[src/rtl/dat_pkg.sv]
package dat_pkg;
  typedef enum logic [2:0] {
    FLT_NONE  = 3'd0,
    FLT_ALIGN = 3'd1,
    FLT_ACV   = 3'd2,
    FLT_PAGE  = 3'd3,
    FLT_MISS  = 3'd4,
    FLT_NMISS = 3'd5,
    FLT_MCHK  = 3'd6,
    FLT_UNIMP = 3'd7
  } fault_e;

  localparam int ST_W     = 6;
  localparam int ST_WR    = 0;
  localparam int ST_ACV   = 1;
  localparam int ST_FONR  = 2;
  localparam int ST_FONW  = 3;
  localparam int ST_BADVA = 4;
  localparam int ST_MISS  = 5;

  localparam int         SPAGE_TAG_W = 7;
  localparam logic [6:0] SPAGE_TAG   = 7'h7E;
  localparam int         SEXT_BIT    = 40;
  localparam int         UNC_BIT     = 43;
  localparam int         UNC_CLR_HI  = 42;
  localparam int         UNC_CLR_LO  = 35;
  localparam int         REGSP_LO    = 20;
endpackage

[src/rtl/dat_pa_post.sv]
module dat_pa_post
  import dat_pkg::*;
#(
  parameter int VA_W      = 64,
  parameter int PA_IMPL_W = 44
) (
  input  logic [VA_W-1:0] pa_in,
  output logic            mchk,
  output logic            unc,
  output logic            regsp,
  output logic [VA_W-1:0] pa_out
);
  localparam int CLR_W = UNC_CLR_HI - UNC_CLR_LO + 1;

  assign mchk  = |pa_in[VA_W-1:PA_IMPL_W];
  assign unc   = pa_in[UNC_BIT];
  assign regsp = &pa_in[PA_IMPL_W-1:REGSP_LO];

  always_comb begin
    pa_out = pa_in;
    if (unc) pa_out[UNC_CLR_HI:UNC_CLR_LO] = {CLR_W{1'b0}};
  end
endmodule

[config.mk]
export PLATFORM = sky130hd
export DESIGN_NAME = dat_pa_post
export DESIGN_NICKNAME = d
export VERILOG_FILES = /design/src/rtl/dat_pkg.sv /design/src/rtl/dat_pa_post.sv
export SDC_FILE = /design/constraint.sdc
export NUM_CORES = 1
export LEC_CHECK = 0
export BUFFER_PORTS_ARGS = -buffer_cell sky130_fd_sc_hd__buf_2
export CAP_MARGIN = 40
export CORE_ASPECT_RATIO = 0.75
export CORE_MARGIN = 5
export CORE_UTILIZATION = 25
export DETAILED_ROUTE_END_ITERATION = 8
export PLACE_DENSITY = 0.83
export SLEW_MARGIN = 20
export SYNTH_ARGS = -nofsm -noshare
export SYNTH_HDL_FRONTEND = slang
export SYNTH_SLANG_ARGS = --single-unit
[constraint.sdc]
create_clock -name vclk -period 2.1
set_input_delay 0.63 -clock vclk [all_inputs]
set_output_delay 0.63 -clock vclk [all_outputs]
set_load 0.1 [all_outputs]
**Word level (Yosys, flattened, before mapping)**

Cells that the tools add are included.

- Register bits after elaboration: 0
- Input port bits: 64
- Output and inout bits: 67
- Logic and storage cells: 3

- Mux-type cells: 1
- Reduce and logical (&&, ||, !) cells: 2

Operators with widths:

| cell | count |
|---|---|
| $reduce_and 24->1 | 1 |
| $reduce_or 20->1 | 1 |
| $mux 8 | 1 |

**Depth between registers and ports, before layout**

Gate-level depths: netlist of run 1.

- Word-level depth: 1
- Depth in mapped cells: 3

**Worst setup path after synthesis of run 1**

Ideal clock, no wire load.

- Kind: input-to-output
- Start point: input pa_in[32]
- End point: output regsp
- Data arrival time: 2471 ps
- Required time: 1470 ps
- Path slack: -1001 ps
- Stages on the path: 3
- Path buffers: 0
- Path through: nand4_1 or4_1 nor3_2

- Cells in the longest elaborated chain, start to end: 1

RTL lines:

| what | RTL line | RTL |
|---|---|---|
| start: declaration | dat_pa_post.sv:7 | `input logic [VA_W-1:0] pa_in,` |
| $reduce_and 24->1 | dat_pa_post.sv:17 | `assign regsp = &pa_in[PA_IMPL_W-1:REGSP_LO];` |
| end: declaration | dat_pa_post.sv:10 | `output logic regsp,` |

No other way between the ends.

**Worst setup path in the final report of run 1**

Ends and elaborated chain as after synthesis.

==> flow_metrics.py, run 1 <==
metrics = {
    "synthesis": {
        "yosys.area.top_type": "buf_4",
        "syn_area_per_cell_sq_um": 7.44,
        "ys_types": 8,
        "syn_inst": 80,
        "synth_top_area_frac": 0.718,
        "synth_area_sq_um": 596,
        "synth_nets": 144,
        "yosysWarnings": 0,
        "ys_seq_area_frac": 0,
        "synthTopCellsByArea": "buf_4 (72%), and2b_2 (12%), nand4_1 (6.3%), nor4_1 (5.3%), nor3_2 (1.7%)",
    },
    "route": {
        "routedWlPerCell_um": 14.1,
        "ant_nets": 0,
        "drt_first_pass_iters": 3,
        "wl_mm": 2.31,
        "drtIter0Drc": 10,
        "route.detailed.drc": 0,
        "drt-vias-per-instance": 4.02,
        "num_vias": 660,
    },
    "sta": {
        "final-setup-viol-count": 2,
        "grt_setup_unrepaired": "true",
        "clock.fmax_ghz": 0.429,
        "holdWs_ns": 1.26,
        "fin_crit_sh": 1.11,
        "fin_crit_ns": 2.33,
        "hold_viol": 0,
        "drv_slew": 0,
        "slew_headroom": 0.668,
        "worstMarginPinSlew_ns": 0.502,
        "setup_ws_ns": -0.230,
    },
    "die": {
        "initial_core_util": 0.260,
        "chipHeight_um": 52.3,
        "ioPinCount": 131,
        "dieArea_sq_um": 3470,
        "rows": 15,
        "core_area_sq_um": 2290,
        "die_x_um": 66.4,
    },
    "final_layout": {
        "seqCellArea_sq_um": 0,
        "nets": 196,
        "area.growth.synth_to_final_pct": 121,
        "antenna_cells": 0,
        "clockBufferCount": 0,
        "drive_above_1_share": 0.946,
        "finish.instance_area_sq_um": 1320,
        "design.seq.count": 0,
    },
    "critical_path": {
        "worstPathRequired_ns": 1.47,
        "critical_path.max_stage_delay_ns": 0.56,
        "cp_max_fo": 2,
        "cp.arrival_ns": 1.70,
        "worst-setup-path-type": "in -> out",
        "cp_num_buf_inv": 2,
        "startpoint_type": "input port",
        "path_cells": "buf_6 -> nand4_1 -> or4_4 -> nor3_4 -> buf_12",
        "crit_slowest_cell": "or4_4",
        "end_kind": "output port",
        "critPathTopFamily": "simple AND/OR/NAND/NOR gates",
    },
    "power_and_ir_drop": {
        "p_leak_uw": 0.000670,
        "ir_drop_v": 0.000190,
        "power_per_cell_area_nw_per_um2": 441,
    },
    "global_routing": {
        "grt_pass1_vias": 612,
        "globalRouteOverflowTotal": 0,
        "grtUsageTotal": 0.110,
        "grt_pass1_wl_mm": 3.05,
        "grt_max_degree": 11,
        "antenna_found_initial": 0,
    },
    "status": {
        "violations": "setup timing",
        "outcome": "finished, violations left",
    },
    "place": {
        "place_congestion": 0.810,
        "portBuffers": 91,
        "place_area_sq_um": 1180,
    },
    "run": {
        "cap_violations": 0,
    },
    "min_path": {
        "hold_class": "in -> out",
    },
}
[placed cells by master (no fill, tap or decap), drive strengths merged]
master and instances:
nand3 1, buf 107, and2b 8, nor4 5, or4 1, nand4 6
and3 1, nor3 1
[per-layer routing]
metal,global-route usage,wire (um),vias up
met5,0,0,-
met4,0.0135,75,0
met3,0.0300,195,8
met2,0.231,1380,40
met1,0.109,663,299
li1,-,-,313
[through the flow]
stage	std cells	setup WS (ns)	power, uW	setup TNS (ns)	util
after floorplan	80	-0.534	586	-0.534	-
after global placement	164	-0.268	558	-0.384	0.517
after detailed placement	164	-0.273	562	-0.382	0.517
after CTS	164	-0.254	572	-0.256	0.546
after global routing	164	-0.270	595	-0.331	0.576
final	164	-0.230	581	-0.239	0.576
[synthesized netlist by cell type]
library cell	count
nand4_1	6
or4_1	1
buf_4	57
nand3_1	1
and2b_2	8
nor3_2	1
and3_1	1
nor4_1	5
[path summary, 6_finish.rpt]
| kind | startpoint | end | slack (ns) | cells past startpoint |
|---|---|---|---|---|
| worst max-delay path | pa_in[32] | regsp | -0.23 | 5 |
| worst min-delay path | pa_in[13] | pa_out[13] | 1.26 | 0 |
[final cells by class]
cell class,instances,area [sq um]
Timing Repair Buffer,107,1050
Fill cell,208,971
Multi-Input combinational cell,23,229
Tap cell,34,42.5
[cell families (layout without fill, tap and decap cells)]
group,after synthesis,after routing,share of synthesized area
buf+inv,57,107,0.718
simple gates,23,23,0.282
[what timing repair did]
item,CTS,global route
resized for setup,13,11
pin swaps,5,4
hold buffers,0,0
endpoints found under the setup margin,2,2
setup buffers,0,0
[power by group]
group / switching (uW) / internal [uW]
sequential: 0 / 0
combinational: 403 / 178
clock: 0 / 0
Power figures use the tool's default switching activity.
==> run 2: changes to the inputs <==
GPL_TIMING_DRIVEN = 0   (was default)
SLEW_MARGIN = 30   (was 20)
==> flow_metrics.py, run 2 (synthesis results as in run 1) <==
metrics = {
    "power_and_ir_drop": {
        "ir_drop_v": 0.000310,
        "power_per_cell_area_nw_per_um2": 514,
        "p_leak_uw": 0.000837,
    },
    "min_path": {
        "min_from": "pa_in[7]",
        "holdPathEnd": "pa_out[7]",
        "hold_depth": 2,
        "hold_class": "in -> out",
    },
    "global_routing": {
        "antenna_found_initial": 0,
        "globalRouteOverflowTotal": 0,
        "gr-max-usage-layer": "met2",
        "use_met3": 0.00215,
        "grt_max_degree": 12,
        "grt_pass1_vias": 801,
        "met2_usage": 0.267,
        "grtUsageTotal": 0.125,
        "grt_pass1_wl_mm": 3.53,
        "use_met1": 0.140,
    },
    "critical_path": {
        "crit_slowest_cell": "or4_4",
        "worstPathRequired_ns": 1.47,
        "end_kind": "output port",
        "worst-setup-path-type": "in -> out",
        "startpoint_type": "input port",
        "cp.arrival_ns": 1.71,
        "cp_max_fo": 2,
        "critical_path.max_stage_delay_ns": 0.54,
        "path_cells": "buf_2 -> nand4_1 -> or4_4 -> nor3_4 -> buf_12",
    },
    "place": {
        "dp_hpwl_mm": 2.39,
        "place_inst": 225,
        "pre_cts_ws_ns": -0.504,
        "portBuffers": 111,
        "place_congestion": 0.768,
        "place_area_sq_um": 1220,
    },
    "die": {
        "die_x_um": 66.4,
        "core_area_sq_um": 2290,
        "ioPinCount": 131,
        "dieArea_sq_um": 3470,
        "chipHeight_um": 52.3,
        "rows": 15,
        "initial_core_util": 0.260,
    },
    "run": {
        "cap_violations": 0,
    },
    "sta": {
        "hold_viol": 0,
        "grt_setup_unrepaired": "true",
        "fin_crit_ns": 2.34,
        "final-setup-viol-count": 2,
        "drv_slew": 0,
        "slew_headroom": 0.669,
        "setup_ws_ns": -0.241,
        "final.setup.tns_ns": -0.258,
        "clock.fmax_ghz": 0.427,
        "fin_crit_sh": 1.11,
        "worstMarginPinSlew_ns": 0.500,
    },
    "final_layout": {
        "nets": 258,
        "drive_above_1_share": 0.969,
        "design.seq.count": 0,
        "mostFrequentLayoutCells": "buf_2 (95), buf_4 (58), buf_6 (13)",
        "antenna_cells": 0,
        "final_cells": 226,
        "clockBufferCount": 0,
        "seqCellArea_sq_um": 0,
        "area.growth.synth_to_final_pct": 136,
        "finish.instance_area_sq_um": 1410,
        "layout_commonest_cell": "buf_2",
    },
    "status": {
        "violations": "setup timing",
        "outcome": "finished, violations left",
    },
    "route": {
        "drtIter0Drc": 13,
        "wl_mm": 2.66,
        "num_vias": 845,
        "routedWlPerCell_um": 11.8,
        "drt-vias-per-instance": 3.74,
        "drt_first_pass_iters": 4,
        "ant_nets": 0,
        "route.detailed.drc": 0,
    },
    "clock_tree": {
        "postCtsHoldBufs": 0,
    },
}
-- run 2: changes by cell type in the layout (fill, tap and decap cells not counted) --
cell / previous run / this run
nor4_4: 1 / 3
buf_12: 26 / 2
nor4_2: 3 / 2
buf_2: 52 / 95
nor4_1: 1 / 0
buf_4: 16 / 58
buf_8: 0 / 1
-- run 2: per-stage QoR --
stage | util | hold slack (ns) | total power (uW)
after global routing | 0.615 | 1.65 | 743
after CTS | 0.576 | 1.64 | 708
after global placement | 0.531 | 1.64 | 693
after floorplan | - | 1.47 | 586
final | 0.615 | 1.64 | 723
after detailed placement | 0.531 | 1.64 | 696
-- run 2: critical path: cells and delay by family --
| family | cells | cell delay [ns] |
|---|---|---|
| and+or+nand+nor | 3 | 0.79 |
| buffers and inverters | 2 | 0.29 |
-- run 2: how the worst max path moves through the flow --
stage / start / endpoint / slack, ns / cells past startpoint
final: pa_in[27] / regsp / -0.24 / 5
after global routing: pa_in[43] / regsp / -0.28 / 5
after floorplan: pa_in[32] / regsp / -0.53 / 3
after CTS: pa_in[28] / regsp / -0.27 / 5
after global placement: pa_in[43] / regsp / -0.50 / 5
after detailed placement: pa_in[43] / regsp / -0.50 / 5
-- run 2: what timing repair did --
| item | 4_1_cts | 5_1_grt |
|---|---|---|
| buffers inserted | 0 | 1 |
| pin swaps | 4 | 3 |
| resized for setup | 20 | 15 |
| endpoints found under the setup margin | 2 | 2 |
-- run 2: report_power, final --
group          leakage, uW  switching, uW  internal, uW
sequential               0              0             0
clock                    0              0             0
combinational     0.000837            557           166
-- run 2: area by class of cell --
| cell class | count | area [sq um] |
|---|---|---|
| plain buffers | 57 | 428 |
| repair buffers | 112 | 684 |
| multi-input cells | 23 | 253 |
| fillers | 227 | 882 |
| well taps | 34 | 42.5 |
-- run 2: per-layer routing --
metal	vias to the layer above	share of wire	routed length [um]
met3	0	0.044	117
met1	377	0.32	846
li1	438	-	-
met5	-	0	0
met2	30	0.64	1700
met4	0	0	0
